File: config.mk
export PLATFORM = sky130hd
export DESIGN_NAME = panel_pwr_seq
export DESIGN_NICKNAME = d
export VERILOG_FILES = /design/src/rtl/pps_pkg.sv /design/src/rtl/pps_regs.sv /design/src/rtl/pps_timer.sv /design/src/rtl/pps_fsm.sv /design/src/rtl/panel_pwr_seq.sv
export SDC_FILE = /design/constraint.sdc
export NUM_CORES = 1
export LEC_CHECK = 0
export BUFFER_PORTS_ARGS = -buffer_cell sky130_fd_sc_hd__buf_2
export CORE_ASPECT_RATIO = 1.2
export CORE_MARGIN = 4
export CORE_UTILIZATION = 40
export DETAILED_ROUTE_END_ITERATION = 16
export GPL_TIMING_DRIVEN = 0
export HOLD_SLACK_MARGIN = 0.08
export SETUP_SLACK_MARGIN = 0.3
export SYNTH_ARGS = -nofsm -noshare
export SYNTH_HDL_FRONTEND = slang
export SYNTH_SLANG_ARGS = --single-unit
File: constraint.sdc
create_clock -name clk -period 4.75 [get_ports clk]
set_input_delay 0.95 -clock clk [delete_from_list [all_inputs] [get_ports clk]]
set_output_delay 0.95 -clock clk [all_outputs]
set_load 0.02 [all_outputs]
File: src/rtl/pps_pkg.sv
`timescale 1ns/1ps
package pps_pkg;
    localparam int DLY_W     = 16;
    localparam int REG_W     = 32;
    localparam int ADDR_W    = 2;
    localparam int NUM_SETUP = 3;
    localparam int EN_BIT    = 16;
    localparam int PH_LSB    = 4;

    localparam logic [ADDR_W-1:0] A_UPGAP = 2'd0;
    localparam logic [ADDR_W-1:0] A_DNGAP = 2'd1;
    localparam logic [ADDR_W-1:0] A_REST  = 2'd2;
    localparam logic [ADDR_W-1:0] A_CTRL  = 2'd3;

    typedef enum logic [2:0] {
        PH_OFF   = 3'd0,
        PH_UP    = 3'd1,
        PH_ON    = 3'd2,
        PH_DOWN  = 3'd3,
        PH_RECOV = 3'd4
    } phase_e;

    typedef enum logic [2:0] {
        ST_IDLE,
        ST_RAMP_SUP,
        ST_RAMP_CTL,
        ST_LIVE,
        ST_DROP_DAT,
        ST_DROP_CTL,
        ST_REST
    } seq_st_e;

    typedef struct packed {
        logic             en;
        logic [DLY_W-1:0] sup_to_ctl;
        logic [DLY_W-1:0] ctl_to_dat;
        logic [DLY_W-1:0] dat_to_ctl;
        logic [DLY_W-1:0] ctl_to_sup;
        logic [DLY_W-1:0] rest;
    } setup_t;

    typedef struct packed {
        logic sup;
        logic ctl;
        logic dat;
    } gates_t;

    function automatic logic [DLY_W-1:0] ticks_of(input logic [DLY_W-1:0] v);
        return (v == '0) ? DLY_W'(1) : v;
    endfunction

    function automatic phase_e phase_of(input seq_st_e s);
        case (s)
            ST_RAMP_SUP, ST_RAMP_CTL: return PH_UP;
            ST_LIVE:                  return PH_ON;
            ST_DROP_DAT, ST_DROP_CTL: return PH_DOWN;
            ST_REST:                  return PH_RECOV;
            default:                  return PH_OFF;
        endcase
    endfunction

    function automatic gates_t gates_of(input seq_st_e s);
        gates_t g;
        g.sup = (s == ST_RAMP_SUP) || (s == ST_RAMP_CTL) || (s == ST_LIVE)
             || (s == ST_DROP_DAT) || (s == ST_DROP_CTL);
        g.ctl = (s == ST_RAMP_CTL) || (s == ST_LIVE) || (s == ST_DROP_DAT);
        g.dat = (s == ST_LIVE);
        return g;
    endfunction
endpackage

File: src/rtl/pps_regs.sv
`timescale 1ns/1ps
module pps_regs
    import pps_pkg::*;
(
    input  logic              clk,
    input  logic              rst,
    input  logic              wr,
    input  logic [ADDR_W-1:0] addr,
    input  logic [REG_W-1:0]  wdata,
    input  phase_e            phase,
    output setup_t            setup,
    output logic              start,
    output logic [NUM_SETUP-1:0] locked,
    output logic [REG_W-1:0]  rdata
);
    logic [REG_W-1:0] word_q [NUM_SETUP];
    logic [NUM_SETUP-1:0] lock_q;
    logic start_q;

    always_ff @(posedge clk) begin
        if (rst) begin
            for (int i = 0; i < NUM_SETUP; i++) begin
                word_q[i] <= '0;
            end
            lock_q  <= '0;
            start_q <= 1'b0;
        end else if (wr) begin
            for (int i = 0; i < NUM_SETUP; i++) begin
                if (addr == ADDR_W'(i) && !lock_q[i]) begin
                    word_q[i] <= wdata;
                    lock_q[i] <= 1'b1;
                end
            end
            if (addr == A_CTRL) begin
                start_q <= wdata[0];
            end
        end
    end

    always_comb begin
        setup.sup_to_ctl = word_q[0][DLY_W-1:0];
        setup.ctl_to_dat = word_q[0][16 +: DLY_W];
        setup.dat_to_ctl = word_q[1][DLY_W-1:0];
        setup.ctl_to_sup = word_q[1][16 +: DLY_W];
        setup.rest       = word_q[2][DLY_W-1:0];
        setup.en         = word_q[2][EN_BIT];
    end

    always_comb begin
        rdata = '0;
        case (addr)
            A_UPGAP: rdata = word_q[0];
            A_DNGAP: rdata = word_q[1];
            A_REST:  rdata = word_q[2];
            default: begin
                rdata[0]             = start_q;
                rdata[PH_LSB +: 3]   = phase;
            end
        endcase
    end

    assign start  = start_q;
    assign locked = lock_q;
endmodule

File: src/rtl/pps_timer.sv
`timescale 1ns/1ps
module pps_timer
    import pps_pkg::*;
#(
    parameter int PRESCALE = 1024
) (
    input  logic             clk,
    input  logic             rst,
    input  logic             load,
    input  logic [DLY_W-1:0] load_ticks,
    output logic             done
);
    localparam int PW = (PRESCALE > 1) ? $clog2(PRESCALE) : 1;
    localparam logic [PW-1:0] PRE_LAST = PW'(PRESCALE - 1);

    logic [PW-1:0]    pre_q;
    logic [DLY_W-1:0] rem_q;
    logic             wrap;

    assign wrap = (pre_q == PRE_LAST);

    always_ff @(posedge clk) begin
        if (rst) begin
            pre_q <= '0;
            rem_q <= '0;
        end else if (load) begin
            pre_q <= '0;
            rem_q <= ticks_of(load_ticks);
        end else if (rem_q != '0) begin
            if (wrap) begin
                pre_q <= '0;
                rem_q <= rem_q - DLY_W'(1);
            end else begin
                pre_q <= pre_q + PW'(1);
            end
        end
    end

    assign done = wrap && (rem_q == DLY_W'(1));
endmodule

File: src/rtl/pps_fsm.sv
`timescale 1ns/1ps
module pps_fsm
    import pps_pkg::*;
(
    input  logic             clk,
    input  logic             rst,
    input  setup_t           setup,
    input  logic             start,
    input  logic             done,
    output logic             load,
    output logic [DLY_W-1:0] load_ticks,
    output seq_st_e          state
);
    seq_st_e st_q, st_d;

    always_comb begin
        st_d       = st_q;
        load       = 1'b0;
        load_ticks = '0;
        case (st_q)
            ST_IDLE: if (start && setup.en) begin
                st_d = ST_RAMP_SUP; load = 1'b1; load_ticks = setup.sup_to_ctl;
            end
            ST_RAMP_SUP: if (done) begin
                load = 1'b1;
                if (start) begin
                    st_d = ST_RAMP_CTL; load_ticks = setup.ctl_to_dat;
                end else begin
                    st_d = ST_DROP_CTL; load_ticks = setup.ctl_to_sup;
                end
            end
            ST_RAMP_CTL: if (done) begin
                if (start) begin
                    st_d = ST_LIVE;
                end else begin
                    st_d = ST_DROP_DAT; load = 1'b1; load_ticks = setup.dat_to_ctl;
                end
            end
            ST_LIVE: if (!start) begin
                st_d = ST_DROP_DAT; load = 1'b1; load_ticks = setup.dat_to_ctl;
            end
            ST_DROP_DAT: if (done) begin
                st_d = ST_DROP_CTL; load = 1'b1; load_ticks = setup.ctl_to_sup;
            end
            ST_DROP_CTL: if (done) begin
                st_d = ST_REST; load = 1'b1; load_ticks = setup.rest;
            end
            ST_REST: if (done) begin
                st_d = ST_IDLE;
            end
            default: st_d = ST_IDLE;
        endcase
    end

    always_ff @(posedge clk) begin
        if (rst) st_q <= ST_IDLE;
        else     st_q <= st_d;
    end

    assign state = st_q;
endmodule

File: src/rtl/panel_pwr_seq.sv
`timescale 1ns/1ps
module panel_pwr_seq
    import pps_pkg::*;
#(
    parameter int PRESCALE = 1024
) (
    input  logic              clk,
    input  logic              rst,
    input  logic              reg_wr,
    input  logic [ADDR_W-1:0] reg_addr,
    input  logic [REG_W-1:0]  reg_wdata,
    output logic [REG_W-1:0]  reg_rdata,
    output logic [2:0]        phase,
    output logic              gate_supply,
    output logic              gate_ctrl,
    output logic              gate_data
);
    setup_t               setup;
    logic                 start;
    logic [NUM_SETUP-1:0] locked;
    seq_st_e              state;
    logic                 tmr_load;
    logic [DLY_W-1:0]     tmr_ticks;
    logic                 tmr_done;
    phase_e               ph;
    gates_t               gates;

    pps_regs regs_i (
        .clk(clk), .rst(rst), .wr(reg_wr), .addr(reg_addr), .wdata(reg_wdata),
        .phase(ph), .setup(setup), .start(start), .locked(locked), .rdata(reg_rdata)
    );

    pps_timer #(.PRESCALE(PRESCALE)) timer_i (
        .clk(clk), .rst(rst), .load(tmr_load), .load_ticks(tmr_ticks), .done(tmr_done)
    );

    pps_fsm fsm_i (
        .clk(clk), .rst(rst), .setup(setup), .start(start), .done(tmr_done),
        .load(tmr_load), .load_ticks(tmr_ticks), .state(state)
    );

    assign ph          = phase_of(state);
    assign gates       = gates_of(state);
    assign phase       = ph;
    assign gate_supply = gates.sup;
    assign gate_ctrl   = gates.ctl;
    assign gate_data   = gates.dat;
endmodule

Word-level counts from Yosys, hierarchy flattened
Memory sizes are Yosys's and may differ from the RTL's.
Cells that the tools add are included.

operators by class
  muxes and demuxes = 50
  bitwise operators = 3
  eq/ne operators = 18
  $add $sub $neg = 2
  reduce and logical (&&, ||, !) cells = 30

operators by type and width
  cell                                                   number
  2-to-1 mux 16 bit                                      11
  2-to-1 mux 32 bit                                      3
  one-hot mux 16 bit (6 select lines)                    1
  one-hot mux 25 bit (3 select lines)                    1
  2-to-1 mux 3 bit                                       9
  one-hot mux 3 bit (7 select lines)                     1
  2-to-1 mux 1 bit                                       18
  one-hot mux 3 bit (3 select lines)                     2
  == test 16 x 1 -> 1 bit, second input constant         1
  zero test 16 bit                                       1
  nonzero test 16 bit                                    1
  subtractor 16 x 1 -> 16 bit, second input constant     1
  inequality test 2 x 1 -> 1 bit, second input constant  6
  one-hot mux 3 bit (4 select lines)                     1
  adder 10 x 1 -> 10 bit, second input constant          1
  == test 10 bit, second input constant                  1
  2-to-1 mux 10 bit                                      1
  AND reduction 2 bit                                    5
  == test 3 bit, second input constant                   3
  AND reduction 7 bit                                    1
  == test 3 x 2 -> 1 bit, second input constant          2
  logical OR 1 bit                                       6
  OR reduction 2 bit                                     3
  logical AND 1 bit                                      5
  12 further kinds                                       18

word-level totals
  bits in registers = 33
  input bits = 37
  RAM bits = 96
  output and inout port bits = 38
  memories kept = 1
  logic and storage cells = 111

memory list
  name           depth  width  rd ports  clocked after memory_dff  write ports  RTL line        RTL
  regs_i.word_q  3      32     3         0                         3            pps_regs.sv:16  logic [REG_W-1:0] word_q [NUM_SETUP];

Depth between registers and ports, before layout
  word-level depth = 7
  depth in mapped cells = 11
  depth with buffers taken out = 9

By module
Synthesis repeated with hierarchy kept, for this count alone.

second synthesis, totals
  cell total of the unflattened synthesis = 700
  area, all modules = 8089.0 um^2

modules (own cells, without submodules)
  module         cells each  area each (um^2)  times used
  pps_regs       390         5539.1            1
  pps_timer      200         1587.8            1
  pps_fsm        100         899.6             1
  panel_pwr_seq  10          62.6              1

Worst setup path before layout
Ideal clock, no wire load.

  path kind = in2reg
  from = in reg_addr[1]
  to = mem regs_i.word_q[2][0] (netlist: regs_i.word_q[0][64]), enable pin
  buffers on the path = 2
  setup slack = 0.870 ns
  data required time = 4.322 ns
  arrival time = 3.452 ns
  stages = 4
  cells stage by stage = clkbuf_1 clkbuf_1 nand3_1 o21bai_1

RTL lines
  what                RTL line             RTL
  start: declaration  panel_pwr_seq.sv:10  input logic [ADDR_W-1:0] reg_addr,
  end: declaration    pps_regs.sv:16

Final worst setup path
  from = in reg_addr[0]
  to = out reg_rdata[14]

on the way
  word-level cells in the longest chain between the ends = 2

ends and longest elaborated chain
  what                                         RTL line             RTL
  == test 2 bit, or another cell as far along  pps_regs.sv:51       case (addr)
  one-hot mux 25 bit (3 select lines) (*)      pps_regs.sv:51
  end: declaration                             panel_pwr_seq.sv:12  output logic [REG_W-1:0] reg_rdata,

Every way passes the cells marked *; elsewhere a longest branch is shown, timed or not.

==> reports/results.ini <==
[clocking]
numCtsBuffers=17
cts_hold_buf=0
post_cts_resize_count=0
tritoncts=yes
cts_root_buf=clkbuf_16
clk_latency_ns=0.42
cts.reportedPaths.clkPinSlew_ns=0.06
cts_buffer_depth=2
cts.sinks=129
cts_max_level=4
cts_setup_buffers=0

[sta]
relSlewSlack=0.3129
fin_skew_ns=0.008916
fin_ws_ns=0.4506
rsz0062_at_grt=no
final_hold_viol_count=0
setup_tns_ns=0
min_period_ns=4.299
timing.final.crit_share=0.9051
drv_slew=0
worst_slew_pin_slew_ns=1.027
fmax_mhz=232.6
setup_viol_count_final=0

[place]
gp_congestion=0.9422
dp_slack_ns=0.4956
io_buffers=73
place_hpwl_microns=13410

[yosys]
synth_cells=582
synth-async-reset-ratio=0
synthAdderAreaFrac=0.007793
synth.area.mux_share=0.06565
synth_top_family_by_area=simple AND/OR/NAND/NOR gates
syn_area_sq_um=6422
synth_edf_count=96
ys_seq_area_frac=0.5517
synthSimpleGateAreaFrac=0.1660
ys_ff_latch=129
synthXorXnorAreaFrac=0.02182
ys.flop_type=edfxtp_1
ys_types=65
synth-compound-area-share=0.1580
synth_nets=623
ys_warn_count=0
synth_area_per_cell_sq_um=11.04

[drt]
wirelength_microns=18960
drc=0
drt_pass1_iterations=5
viasPerCell=5.686
vias=5095
wire_per_inst_microns=21.16
ant_nets=0
first_iter_violations=502

[floorplanning]
start_util=0.4090
coreArea_sq_um=15700
die_x_microns=123.7
io_pins=75
dieHeight_microns=146.8
dieArea_sq_um=18160
core.rowCount=50

[worst_setup_path]
critical_path_class=in2out
slowest_stage=nor2_1
end_kind=output port
required_ns=3.80
crit_buf_inv=4
cp_common_cell=buf_2
slowest_delay_ns=0.89
crit_family=buffers and inverters
path_cells=buf_2, clkinv_1, nor2_1, clkbuf_1, nand2_1, o21ai_0, buf_2
critPathLaunchType=input pin
crit_arrival_ns=3.35
crit_path_max_fanout=10

[global_routing]
grt_pass1_wl_microns=29080
grtUsageTotal=0.2145
antenna_found_initial=0
grt_max_degree=33
gr-total-overflow=0
grt_pass1_vias=5083

[cells_and_area]
drive_gt1_frac=0.2064
diodes=0
multi_input_area_sq_um=2704
syn_to_final_growth_pct=19.33
register_area_sq_um=3543
n_fill_cell=1452
fin_nets=716

[job]
cap_violations=0

[power]
p_leak_nw=2.958
powerDensity_nw_per_um2=376.2
max-vdd-ir-drop_uv=243.7
p_total_w=0.002883

[status]
status=finished clean

[hold_path]
min_path_type=reg2reg

path summary, 6_finish.rpt:
kind              slack, ns  depth (start not counted)                            end                          start
hold reg to reg        0.50                          2  regs_i.locked[2]$_SDFFE_PP0P_  regs_i.locked[2]$_SDFFE_PP0P_
setup reg to reg       1.44                         10  timer_i.rem_q[0]$_SDFFE_PP0P_      regs_i.start$_SDFFE_PP0P_
hold / removal         0.50                          2  regs_i.locked[2]$_SDFFE_PP0P_  regs_i.locked[2]$_SDFFE_PP0P_
setup / recovery       0.45                          7                  reg_rdata[14]                    reg_addr[0]
worst min-delay path, delay by kind of cell (launching register included):
| kind | cells | cell delay [ns] |
|---|---|---|
| flops | 1 | 0.34 |
| compound gates | 1 | 0.05 |
| buf+inv | 1 | 0.06 |
synthesized netlist by cell type (all sizes together) (8+ instances only):
library cell	count	area, sq um
and2	33	206.5
nand2	77	296.5
a21oi	36	183.9
a221oi	8	70.07
o21ai	42	214.0
dfxtp	33	660.6
nand4	11	68.82
a22o	16	140.1
mux2i	32	320.3
clkbuf	20	75.07
buf	14	81.32
xor2	10	87.58
nand3	12	65.06
a22oi	12	90.09
nor2	34	127.6
edfxtp	96	2883
area by class of cell:
| type | instances | share of cell area |
|---|---|---|
| timing repair buffer | 74 | 0.05029 |
| tap | 208 | 0.03396 |
| sequential | 129 | 0.4624 |
| inverter | 8 | 0.003918 |
| clock inverter | 14 | 0.02024 |
| clock buffer | 18 | 0.05600 |
| buffer | 34 | 0.02041 |
| multi-input combinational | 411 | 0.3528 |
state kept, by name, summed over array words and instances (netlist names):
name and cells:
regs_i.start 1, timer_i.rem_q 16, timer_i.pre_q 10, regs_i.word_q 96, fsm_i.state 3, regs_i.locked 3
per-layer routing:
layer	track usage	wire length, microns	share of wire
met5	0	0	0
met4	0.07424	482	0.025
met3	0.04621	1012	0.053
met2	0.3564	9636	0.51
met1	0.2744	7828	0.41
placed cells by master (no fill, tap or decap), types with 5 or more instances in the layout:
cell	count
nand2_1	76
a211oi_2	7
nand3_1	11
o21ai_0	40
inv_1	7
and2_1	33
mux2i_1	32
xnor2_1	6
xor2_1	10
nor2_1	34
dfxtp_1	33
nor3_1	7
nand4_1	11
a22o_1	16
a221oi_1	8
buf_1	5
edfxtp_1	96
clkbuf_1	21
a22oi_1	12
buf_2	78
clkbuf_16	17
o22ai_1	7
a21oi_1	35
nor4_1	5
power breakdown:
group / leakage, nW / switching (W) / internal [W]
clock network: 0.282 / 0.000512 / 0.000779
logic: 1.41 / 0.000178 / 0.0000947
registers: 1.27 / 0.0000401 / 0.00128
total: 2.96 / 0.000730 / 0.00215
cell families (layout without fill, tap and decap cells):
logic type                 Yosys count  count (layout)
muxes                               37              37
and+or+nand+nor                    206             206
DFF                                129             129
adders and majority gates            4               4
AOI/OAI and AO/OA                  148             148
xor gates and xnor gates            16              16
buffers and inverters               42             148
through the flow:
step / hold slack [ns] / cell area, sq um / utilization / std cells
after CTS: 0.5051 / 7664 / 0.4880 / 896
after floorplan: 0.4385 / 6422 / - / 582
after global placement: 0.4578 / 7048 / 0.4488 / 863
after detailed placement: 0.4913 / 7079 / 0.4508 / 864
final: 0.5020 / 7664 / 0.4880 / 896
after global routing: 0.5388 / 7664 / 0.4880 / 896
Note: power is estimated with default switching activity, not from simulation.
